`src/rtl/spi_regbus_master.sv`:
```
module spi_regbus_master #(
  parameter int SEL_W  = 4,
  parameter int ADDR_W = 6
) (
  input  logic              clk,
  input  logic              rst_n,
  input  logic              bus_we,
  input  logic [ADDR_W-1:0] bus_addr,
  input  logic [31:0]       bus_wdata,
  output logic [31:0]       bus_rdata,
  output logic              spi_sck,
  output logic              spi_mosi,
  input  logic              spi_miso,
  output logic              spi_cs,
  output logic              own_n,
  output logic              reconf_n,
  output logic [2:0]        slot_sel
);
  localparam int CNT_W  = 1 << SEL_W;
  localparam int WORD_W = ADDR_W - 2;

  logic [WORD_W-1:0] word;
  logic              wr_cfg, wr_tx, wr_ctl, start, tick;
  logic [SEL_W-1:0]  div_sel;
  logic              cs_q, en_q, req_q, busy, sck_q;
  logic [2:0]        slot_q;
  logic [7:0]        tx_q, rx_q, sh_q, rx_sh;
  logic [3:0]        bit_cnt;
  logic [CNT_W-1:0]  cnt, lo_mask;
  logic              unused_bits;

  assign word    = bus_addr[ADDR_W-1:2];
  assign wr_cfg  = bus_we && (word == WORD_W'(0));
  assign wr_tx   = bus_we && (word == WORD_W'(1));
  assign wr_ctl  = bus_we && (word == WORD_W'(3));
  assign start   = wr_tx && !busy;
  assign lo_mask = (CNT_W'(1) << div_sel) - CNT_W'(1);
  assign tick    = busy && ((cnt & lo_mask) == lo_mask);

  assign spi_sck  = sck_q;
  assign spi_mosi = sh_q[7];
  assign spi_cs   = cs_q;
  assign own_n    = ~en_q;
  assign reconf_n = ~req_q;
  assign slot_sel = slot_q;
  assign unused_bits = ^{bus_addr[1:0], bus_wdata[30:11]};

  always_comb begin
    bus_rdata = '0;
    case (word)
      WORD_W'(0): begin
        bus_rdata[31]          = cs_q;
        bus_rdata[8]           = busy;
        bus_rdata[SEL_W-1:0]   = div_sel;
      end
      WORD_W'(1): bus_rdata[7:0] = tx_q;
      WORD_W'(2): bus_rdata[7:0] = rx_q;
      WORD_W'(3): begin
        bus_rdata[0]    = en_q;
        bus_rdata[1]    = req_q;
        bus_rdata[10:8] = slot_q;
      end
      default: bus_rdata = '0;
    endcase
  end

  always_ff @(posedge clk or negedge rst_n) begin
    if (!rst_n) begin
      div_sel <= '0;
      cs_q    <= 1'b0;
      en_q    <= 1'b0;
      req_q   <= 1'b0;
      slot_q  <= '0;
      tx_q    <= '0;
      rx_q    <= '0;
      sh_q    <= '0;
      rx_sh   <= '0;
      busy    <= 1'b0;
      sck_q   <= 1'b0;
      bit_cnt <= '0;
      cnt     <= '0;
    end else begin
      if (wr_cfg) begin
        cs_q    <= bus_wdata[31];
        div_sel <= bus_wdata[SEL_W-1:0];
      end
      if (wr_ctl) begin
        en_q   <= bus_wdata[0];
        req_q  <= bus_wdata[1];
        slot_q <= bus_wdata[10:8];
      end
      if (start) begin
        tx_q    <= bus_wdata[7:0];
        sh_q    <= bus_wdata[7:0];
        busy    <= 1'b1;
        sck_q   <= 1'b0;
        cnt     <= '0;
        bit_cnt <= '0;
      end else if (busy) begin
        cnt <= cnt + CNT_W'(1);
        if (tick) begin
          if (!sck_q) begin
            sck_q   <= 1'b1;
            rx_sh   <= {rx_sh[6:0], spi_miso};
            bit_cnt <= bit_cnt + 4'd1;
          end else begin
            sck_q <= 1'b0;
            if (bit_cnt == 4'd8) begin
              busy    <= 1'b0;
              rx_q    <= rx_sh;
              bit_cnt <= '0;
            end else begin
              sh_q <= {sh_q[6:0], 1'b0};
            end
          end
        end
      end
    end
  end
endmodule

```
`config.mk`:
```
export PLATFORM = sky130hd
export DESIGN_NAME = spi_regbus_master
export DESIGN_NICKNAME = d
export VERILOG_FILES = /design/src/rtl/spi_regbus_master.sv
export SDC_FILE = /design/constraint.sdc
export NUM_CORES = 1
export LEC_CHECK = 0
export ABC_AREA = 1
export BUFFER_PORTS_ARGS = -buffer_cell sky130_fd_sc_hd__buf_2
export CAP_MARGIN = 5
export CORE_ASPECT_RATIO = 0.75
export CORE_MARGIN = 1.5
export CORE_UTILIZATION = 54
export CTS_CLUSTER_SIZE = 12
export DETAILED_ROUTE_END_ITERATION = 8
export GPL_TIMING_DRIVEN = 0
export PLACE_DENSITY = 0.79
export SYNTH_ARGS = -nofsm -noshare
export SYNTH_HDL_FRONTEND = slang
export SYNTH_SLANG_ARGS = --single-unit
export TNS_END_PERCENT = 50
```
`constraint.sdc`:
```
create_clock -name clk -period 2.2 [get_ports clk]
set_input_delay 0.44 -clock clk [delete_from_list [all_inputs] [get_ports clk]]
set_output_delay 0.44 -clock clk [all_outputs]
set_load 0.005 [all_outputs]
```
### Word level (Yosys, flattened, before mapping)

Cells that the tools add are included.

| word-level totals | value |
|---|---|
| register bits after elaboration | 64 |
| output and inout port bits | 40 |
| bits of input ports | 42 |

| operators by class | value |
|---|---|
| equal/unequal tests | 7 |
| reduce and logical (&&, ||, !) cells | 15 |
| mux-type cells | 27 |
| bitwise operators | 5 |
| add/subtract/negate cells | 3 |
| shift operators | 1 |

Operators with widths:

| operator | count |
|---|---|
| $mux W8 | 5 |
| $mux W16 | 2 |
| $mux W4 | 5 |
| $add A16 B1 Y16 const B | 1 |
| $and A16 B16 Y16 | 1 |
| $eq A16 B16 Y1 | 1 |
| $shl A1 B4 Y16 const A | 1 |
| $sub A16 B2 Y16 const B | 1 |
| $mux W1 | 10 |
| $eq A4 B2 Y1 const B | 2 |
| $pmux W2 S4 | 1 |
| $pmux W4 S2 | 1 |
| $reduce_and A4 Y1 | 2 |
| $pmux W2 S3 | 1 |
| $reduce_bool A2 Y1 | 3 |
| $logic_and A1 B1 Y1 | 5 |
| $reduce_and A5 Y1 | 1 |
| $add A4 B1 Y4 const B | 1 |
| $eq A4 B1 Y1 const B | 1 |
| $eq A4 B4 Y1 const B | 1 |
| $logic_not A4 Y1 | 1 |
| $not A1 Y1 | 4 |
| $ne A3 B2 Y1 const B | 1 |
| $reduce_and A3 Y1 | 1 |
| other kinds (5) | 5 |

### Longest topological paths before layout

Gate-level depths: netlist of run 1.

| depth | value |
|---|---|
| depth in word-level cells | 8 |
| mapped depth | 16 |
| depth with buffers taken out | 15 |

### Worst setup path before layout of run 1

No wires, ideal clock.

| timing path | value |
|---|---|
| path type | register to register |
| start | register div_sel[1] |
| end | register rx_q[0] |
| period minus slack after synthesis | 2046 ps |
| library setup time | 117 ps |
| data required time | 2083 ps |
| stages on the path, launching flop included | 16 |
| path slack | 154 ps |
| arrival time | 1929 ps |
| cells stage by stage | dfrtp_1 > buf_4 > nor2_4 > nand2_1 > ha_1 > inv_1 > nand2_1 > nand3_1 > nor2_2 > nand3_1 > nor2_1 > nand3_2 > nor2_8 > nand2_2 > nand2_1 > nand2_1 |

| between the ends | value |
|---|---|
| word-level cells in the longest chain between the ends | 6 |

RTL lines:

| what | line | text |
|---|---|---|
| start, declared | 24 | `logic [SEL_W-1:0] div_sel;` |
| start signal, assigned | 85 | `div_sel <= bus_wdata[SEL_W-1:0];` |
| $shl A1 B4 Y16 (*) | 37 | `assign lo_mask = (CNT_W'(1) << div_sel) - CNT_W'(1);` |
| $sub A16 B2 Y16 (*) | 37 |  |
| $and A16 B16 Y16 | 38 | `assign tick = busy && ((cnt & lo_mask) == lo_mask);` |
| $eq A16 B16 Y1 (*) | 38 |  |
| $logic_and A1 B1 Y1 (*) | 38 |  |
| $reduce_and A5 Y1 (no source line) (*) | - |  |
| end signal, assigned | 110 | `rx_q <= rx_sh;` |
| end, declared | 27 | `logic [7:0] tx_q, rx_q, sh_q, rx_sh;` |

Every way passes the cells marked *; elsewhere a longest branch is shown, timed or not.
A chain may end at the register's enable or synchronous reset.

### Worst setup path in the final report of run 1

| timing path | value |
|---|---|
| start | register div_sel[1] |
| end | register rx_sh[2] |

| between the ends | value |
|---|---|
| word-level cells in the longest chain between the ends | 6 |

RTL lines:

| what | line | text |
|---|---|---|
| $shl A1 B4 Y16 (*) | 37 |  |
| $sub A16 B2 Y16 (*) | 37 |  |
| $and A16 B16 Y16 | 38 |  |
| $eq A16 B16 Y1 (*) | 38 |  |
| $logic_and A1 B1 Y1 (*) | 38 |  |
| $reduce_and A4 Y1 (no source line) (*) | - |  |
| end signal, assigned | 104 | `rx_sh <= {rx_sh[6:0], spi_miso};` |
| end, declared | 27 |  |

Marked as above.

==> results of run 1 <==
==> per-layer routing <==
| layer | track usage | wire length, um | vias up |
|---|---|---|---|
| met5 | 0 | 0 | - |
| met4 | 0.0984 | 206 | 0 |
| met3 | 0.0695 | 910 | 26 |
| met2 | 0.429 | 4160 | 176 |
| met1 | 0.379 | 4100 | 1676 |
| li1 | - | - | 1670 |
==> state kept, by name (all words and copies together), names as in the netlist, 3 cells and up <==
register / count
rx_sh: 8
bit_cnt: 4
cnt: 15
slot_sel: 3
sh_q: 8
rx_q: 8
div_sel: 4
tx_q: 8
==> report_power, final <==
group | internal, mW | switching (mW)
logic | 0.398 | 0.667
registers | 1.36 | 0.145
clock network | 0.553 | 0.440
==> worst max path at each step <==
stage	end	cells after the start
6_report	rx_sh[2]$_DFFE_PN0P_	16
5_1_grt	rx_q[0]$_DFFE_PN0P_	14
4_1_cts	rx_sh[6]$_DFFE_PN0P_	15
3_5_place_dp	rx_q[0]$_DFFE_PN0P_	14
3_3_place_gp	rx_q[5]$_DFFE_PN0P_	14
2_1_floorplan	rx_q[0]$_DFFE_PN0P_	15
==> what timing repair did <==
item | 4_1_cts | 5_1_grt
gates cloned | 1 | 0
resized for setup | 22 | 20
setup endpoints to repair | 32 | 38
setup buffers | 14 | 0
pin swaps | 11 | 6
hold buffers | 0 | 0
==> metrics by stage <==
| step | power (mW) | instances | setup WS, ps |
|---|---|---|---|
| detailed placement | 2.45 | 617 | -129 |
| global route | 3.79 | 648 | -237 |
| floorplan | 2.19 | 497 | 154 |
| finish | 3.57 | 648 | -75.8 |
| CTS | 3.53 | 648 | -51.1 |
| global placement | 2.40 | 617 | -103 |
==> cell type report <==
class | count | share of cell area
Inverter | 70 | 0.0615
Buffer | 30 | 0.0512
Sequential cell | 63 | 0.352
Multi-Input combinational cell | 334 | 0.393
Clock inverter | 3 | 0.00947
Timing Repair Buffer | 54 | 0.0771
Clock buffer | 13 | 0.0331
Tap cell | 81 | 0.0226
==> cell usage in the layout (no fill, tap or decap), types with 2 or more instances in the layout <==
cell type,instances
a21oi_1,18
buf_2,42
buf_4,33
buf_6,3
buf_8,2
clkbuf_1,4
clkbuf_8,10
clkinv_2,2
conb_1,20
dfrtp_1,60
dfrtp_2,3
ha_1,3
inv_1,63
inv_2,3
nand2_1,112
nand2_2,14
nand3_1,51
nand3_2,13
nand4_1,10
nor2_1,30
nor2_2,4
nor2_4,5
o21ai_0,29
o221ai_1,2
o22ai_1,6
==> cell usage after synthesis, types with 2 or more instances <==
| library cell | number | share of area |
|---|---|---|
| ha_1 | 4 | 0.014 |
| inv_2 | 2 | 0.0021 |
| buf_4 | 21 | 0.043 |
| o21ai_0 | 30 | 0.041 |
| nand2_2 | 4 | 0.0069 |
| nand3_1 | 59 | 0.081 |
| a21oi_1 | 18 | 0.025 |
| nor3_1 | 2 | 0.0027 |
| buf_2 | 4 | 0.0055 |
| nand2_1 | 124 | 0.13 |
| nor2_1 | 33 | 0.034 |
| nand3_2 | 5 | 0.014 |
| inv_1 | 65 | 0.067 |
| dfrtp_1 | 63 | 0.43 |
| o221ai_1 | 2 | 0.0048 |
| nor2_4 | 5 | 0.015 |
| nand4_1 | 10 | 0.017 |
| buf_8 | 2 | 0.0082 |
| o22ai_1 | 6 | 0.010 |
==> kinds of logic after synthesis <==
| family | count (synthesis) | synth area share |
|---|---|---|
| AOI/OAI and AO/OA | 58 | 0.0845 |
| xor gates and xnor gates | 2 | 0.00481 |
| adders and majority gates | 4 | 0.0137 |
| buffers and inverters | 100 | 0.136 |
| DFF | 63 | 0.433 |
| muxes | 1 | 0.00309 |
| other | 1 | 0.00103 |
| and+or+nand+nor | 249 | 0.324 |
==> results.cfg, run 1 <==
[run_status]
outcome = finished with violations
violations = setup timing

[cells_and_area]
diodes = 0
drive_above_1_share = 0.266
fin_nets = 608
syn2layout_area_growth_pct = 23.3
regArea_um2 = 1580
final_util = 0.701
fill_cells = 523
design_area_um2 = 4490
multi_input_area_um2 = 1770

[setup_path]
cp.required_ps = 2430
worstReg2RegEnd = rx_sh[2]$_DFFE_PN0P_
cp_num_buf_inv = 3
startpoint = div_sel[1]$_DFFE_PN0P_
slowest_delay_ps = 370
reg2reg_depth = 16
cp_slowest_cell = dfrtp_1
cp_top_family = simple AND/OR/NAND/NOR gates
worstSetupPathType = reg2reg
rr_startpoint = div_sel[1]$_DFFE_PN0P_
regToRegSetupSlack_ps = -80
crit_path_cell_trace = buf_6, nor2_4, nand2_2, ha_4, inv_2, nand2_2, nand3_2, nor2_2, nand3_1, nor2_2, nand3_2, nor2_8, buf_6, nand2_8, nand2_1, nand2_1
critPathLaunchType = register
crit_path_end_kind = register
path_max_fanout = 9
cp.arrival_ps = 2510

[clock_tree]
clkTransAtPathRegs_ps = 70
cts-buffers-inserted = 9
clock_sinks = 63
clkLatencyLatePin_ps = 350
cts_tree = yes
clockBufferDepth = 2
cts_root_buf = clkbuf_8
cts_max_level = 3

[route]
ant_nets = 0
num_vias = 3548
viasPerCell = 5.48
wl_per_cell_um = 14.5
drtIter0Drc = 328
dr.pass1.iters = 5
drc = 0
wl_mm = 9.37

[worst_hold_path]
hp-class = in2async

[floorplan]
dieHeight_um = 74.1
rows = 25
pin_count = 82
die-area_um2 = 7250
initial_core_util = 0.568
die_w_um = 97.9
design.core.area_um2 = 6410

[synth]
ys.flop_type = dfrtp_1
synth_edf_count = 0
synth-seq-area-share = 0.433
ys_types = 38
synthCells = 478
syn-cell-area_um2 = 3640
synth_area_per_cell_um2 = 7.62
synth-async-reset-ratio = 1.00
ys_seq_elements = 63
ys.warnings.count = 0

[placed_design]
hpwl_mm = 6.31
io_buffers = 39
gp_congestion = 0.922
placed_cell_area_um2 = 4010

[timing]
final_max_slew_viol_count = 0
max_slew_margin = 0.276
worst_pin_slew_ps = 1080
max_freq_mhz = 439
timing.final.ws_setup_ps = -75.8
setup_viol = 19
final.setup.tns_ps = -985
rsz0062_at_grt = yes
fin_crit_ps = 2280
holdWs_ps = 178
finClkSkew_ps = 8.89
fin_crit_sh = 1.03
final-hold-violation-count = 0

[pwr]
p_leak_nw = 2.46
peakVddDrop_mv = 0.336
p_per_area_nw_per_um2 = 794

[grt]
grt_max_degree = 64
grt_pass1_vias = 3149
antenna_found_initial = 0
gr-total-overflow = 0
grt_pass1_wl_mm = 15.5
grt_usage = 0.275

[flow_run]
cap_violations = 0
(Power assumes the default switching activity.)
==> run 2: changes to the inputs <==
==> constraint.sdc (replaced) <==
create_clock -name clk -period 2.15 [get_ports clk]
set_input_delay 0.43 -clock clk [delete_from_list [all_inputs] [get_ports clk]]
set_output_delay 0.43 -clock clk [all_outputs]
set_load 0.005 [all_outputs]
==> results.cfg, run 2 (synthesized netlist as in run 1, its figures left out) <==
[route]
drtIter0Drc = 298
ant_nets = 0
dr.pass1.iters = 5
viasPerCell = 5.44
wl_per_cell_um = 14.5
drc = 0
num_vias = 3531
wl_mm = 9.42

[placed_design]
io_buffers = 39
hpwl_mm = 6.31
gp_congestion = 0.922
placed_cell_area_um2 = 4010
dp_slack_ps = -179

[clock_tree]
clock_sinks = 63
cts_max_level = 3
cts_tree = yes
cts_root_buf = clkbuf_8
clkTransAtPathRegs_ps = 70
clockBufferDepth = 2
clkLatencyLatePin_ps = 350
cts-buffers-inserted = 9
cts-hold-fix-buffers = 0

[grt]
grt_pass1_vias = 3140
antenna_found_initial = 0
grt_pass1_wl_mm = 15.4
grt_usage = 0.275
grt_max_degree = 64
gr-total-overflow = 0

[setup_path]
crit_top_cell = nand2_1
critPathLaunchType = register
slowest_delay_ps = 420
path_max_fanout = 10
crit_path_cell_trace = buf_4, buf_4, buf_6, nand2_1, clkinv_1, nand2_2, inv_1, nor2_1, nand2_1, nor2_2, nand3_2, nor2_8, buf_6, nand2_8, nand2_1, nand2_1
cp.required_ps = 2390
crit_path_end_kind = register
cp.arrival_ps = 2590
cp_slowest_cell = dfrtp_2
worstSetupPathType = reg2reg

[cells_and_area]
final_common_cell = nand2_1
diodes = 0
drive_above_1_share = 0.264
fin_nets = 609
largest_reg_flops = 15
regMostFlops = cnt
final_cell_mix = nand2_1 (112), inv_1 (63), dfrtp_1 (60)
design_area_um2 = 4490
syn2layout_area_growth_pct = 23.2
fill_cells = 523

[pwr]
p_leak_nw = 2.47
power.total_mw = 3.67
p_per_area_nw_per_um2 = 819
peakVddDrop_mv = 0.345

[floorplan]
pin_count = 82
design.core.area_um2 = 6410
die-area_um2 = 7250
die_w_um = 97.9
dieHeight_um = 74.1
initial_core_util = 0.568
rows = 25

[timing]
fin_crit_ps = 2350
finClkSkew_ps = 7.59
timing.final.ws_setup_ps = -202
rsz0062_at_grt = yes
worst_pin_slew_ps = 1080
final.setup.tns_ps = -3880
max_freq_mhz = 425
setup_viol = 30
final_max_slew_viol_count = 0
final-hold-violation-count = 0
fin_crit_sh = 1.09
max_slew_margin = 0.271

[flow_run]
cap_violations = 0

[run_status]
violations = setup timing
outcome = finished with violations

[worst_hold_path]
hp-class = in2async
-- run 2: changes by cell type in the layout (fill, tap and decap cells not counted), sizes merged --
cell,delta
buf,+1
-- run 2: layout make-up --
type	count	area, um2	share of cell area
Sequential cell	63	1580	0.352
Clock inverter	3	42.5	0.00948
Inverter	70	277	0.0616
Timing Repair Buffer	55	354	0.0789
Tap cell	81	101	0.0226
Multi-Input combinational cell	334	1750	0.391
Clock buffer	13	149	0.0332
Buffer	30	230	0.0513
-- run 2: metal layers --
layer | up-vias | wire length [um] | global-route usage
met5 | - | 0 | 0
met3 | 23 | 870 | 0.0695
met4 | 0 | 214 | 0.106
met1 | 1662 | 4180 | 0.379
met2 | 167 | 4150 | 0.425
li1 | 1679 | - | -
-- run 2: worst max-delay path, delay by kind of cell, from the launching register on --
family / cells / cell delay, ps
simple gates: 10 / 1060
buf+inv: 6 / 720
flops: 1 / 420
-- run 2: what timing repair did --
action | in CTS | in global routing
cloned | 1 | 0
buffers inserted | 14 | 1
pin swaps | 12 | 12
endpoints found under the setup margin | 34 | 38
resized for setup | 21 | 19
-- run 2: path summary, 6_finish.rpt --
kind	startpoint	end	slack [ps]	cells after the start
max	div_sel[3]$_DFFE_PN0P_	rx_sh[2]$_DFFE_PN0P_	-200	16
min	rst_n	slot_sel[2]$_DFFE_PN0P_	170	1
max reg2reg	div_sel[3]$_DFFE_PN0P_	rx_sh[2]$_DFFE_PN0P_	-200	16
min reg2reg	rx_q[1]$_DFFE_PN0P_	rx_q[1]$_DFFE_PN0P_	480	2
max in group asynchronous	rst_n	div_sel[0]$_DFFE_PN0P_	1440	1
min in group clk	bus_wdata[8]	slot_sel[0]$_DFFE_PN0P_	320	2
-- run 2: metrics by stage --
step | utilization | cells | hold slack [ps]
CTS | 0.689 | 648 | 195
finish | 0.700 | 649 | 167
global route | 0.700 | 649 | 234
detailed placement | 0.626 | 617 | 459
global placement | 0.626 | 617 | 457
floorplan | - | 497 | 134
-- run 2: report_power, final --
part           switching (mW)  internal, mW  leakage (nW)
logic                   0.696         0.414          1.57
registers               0.148          1.39         0.803
clock network           0.454         0.566        0.0936
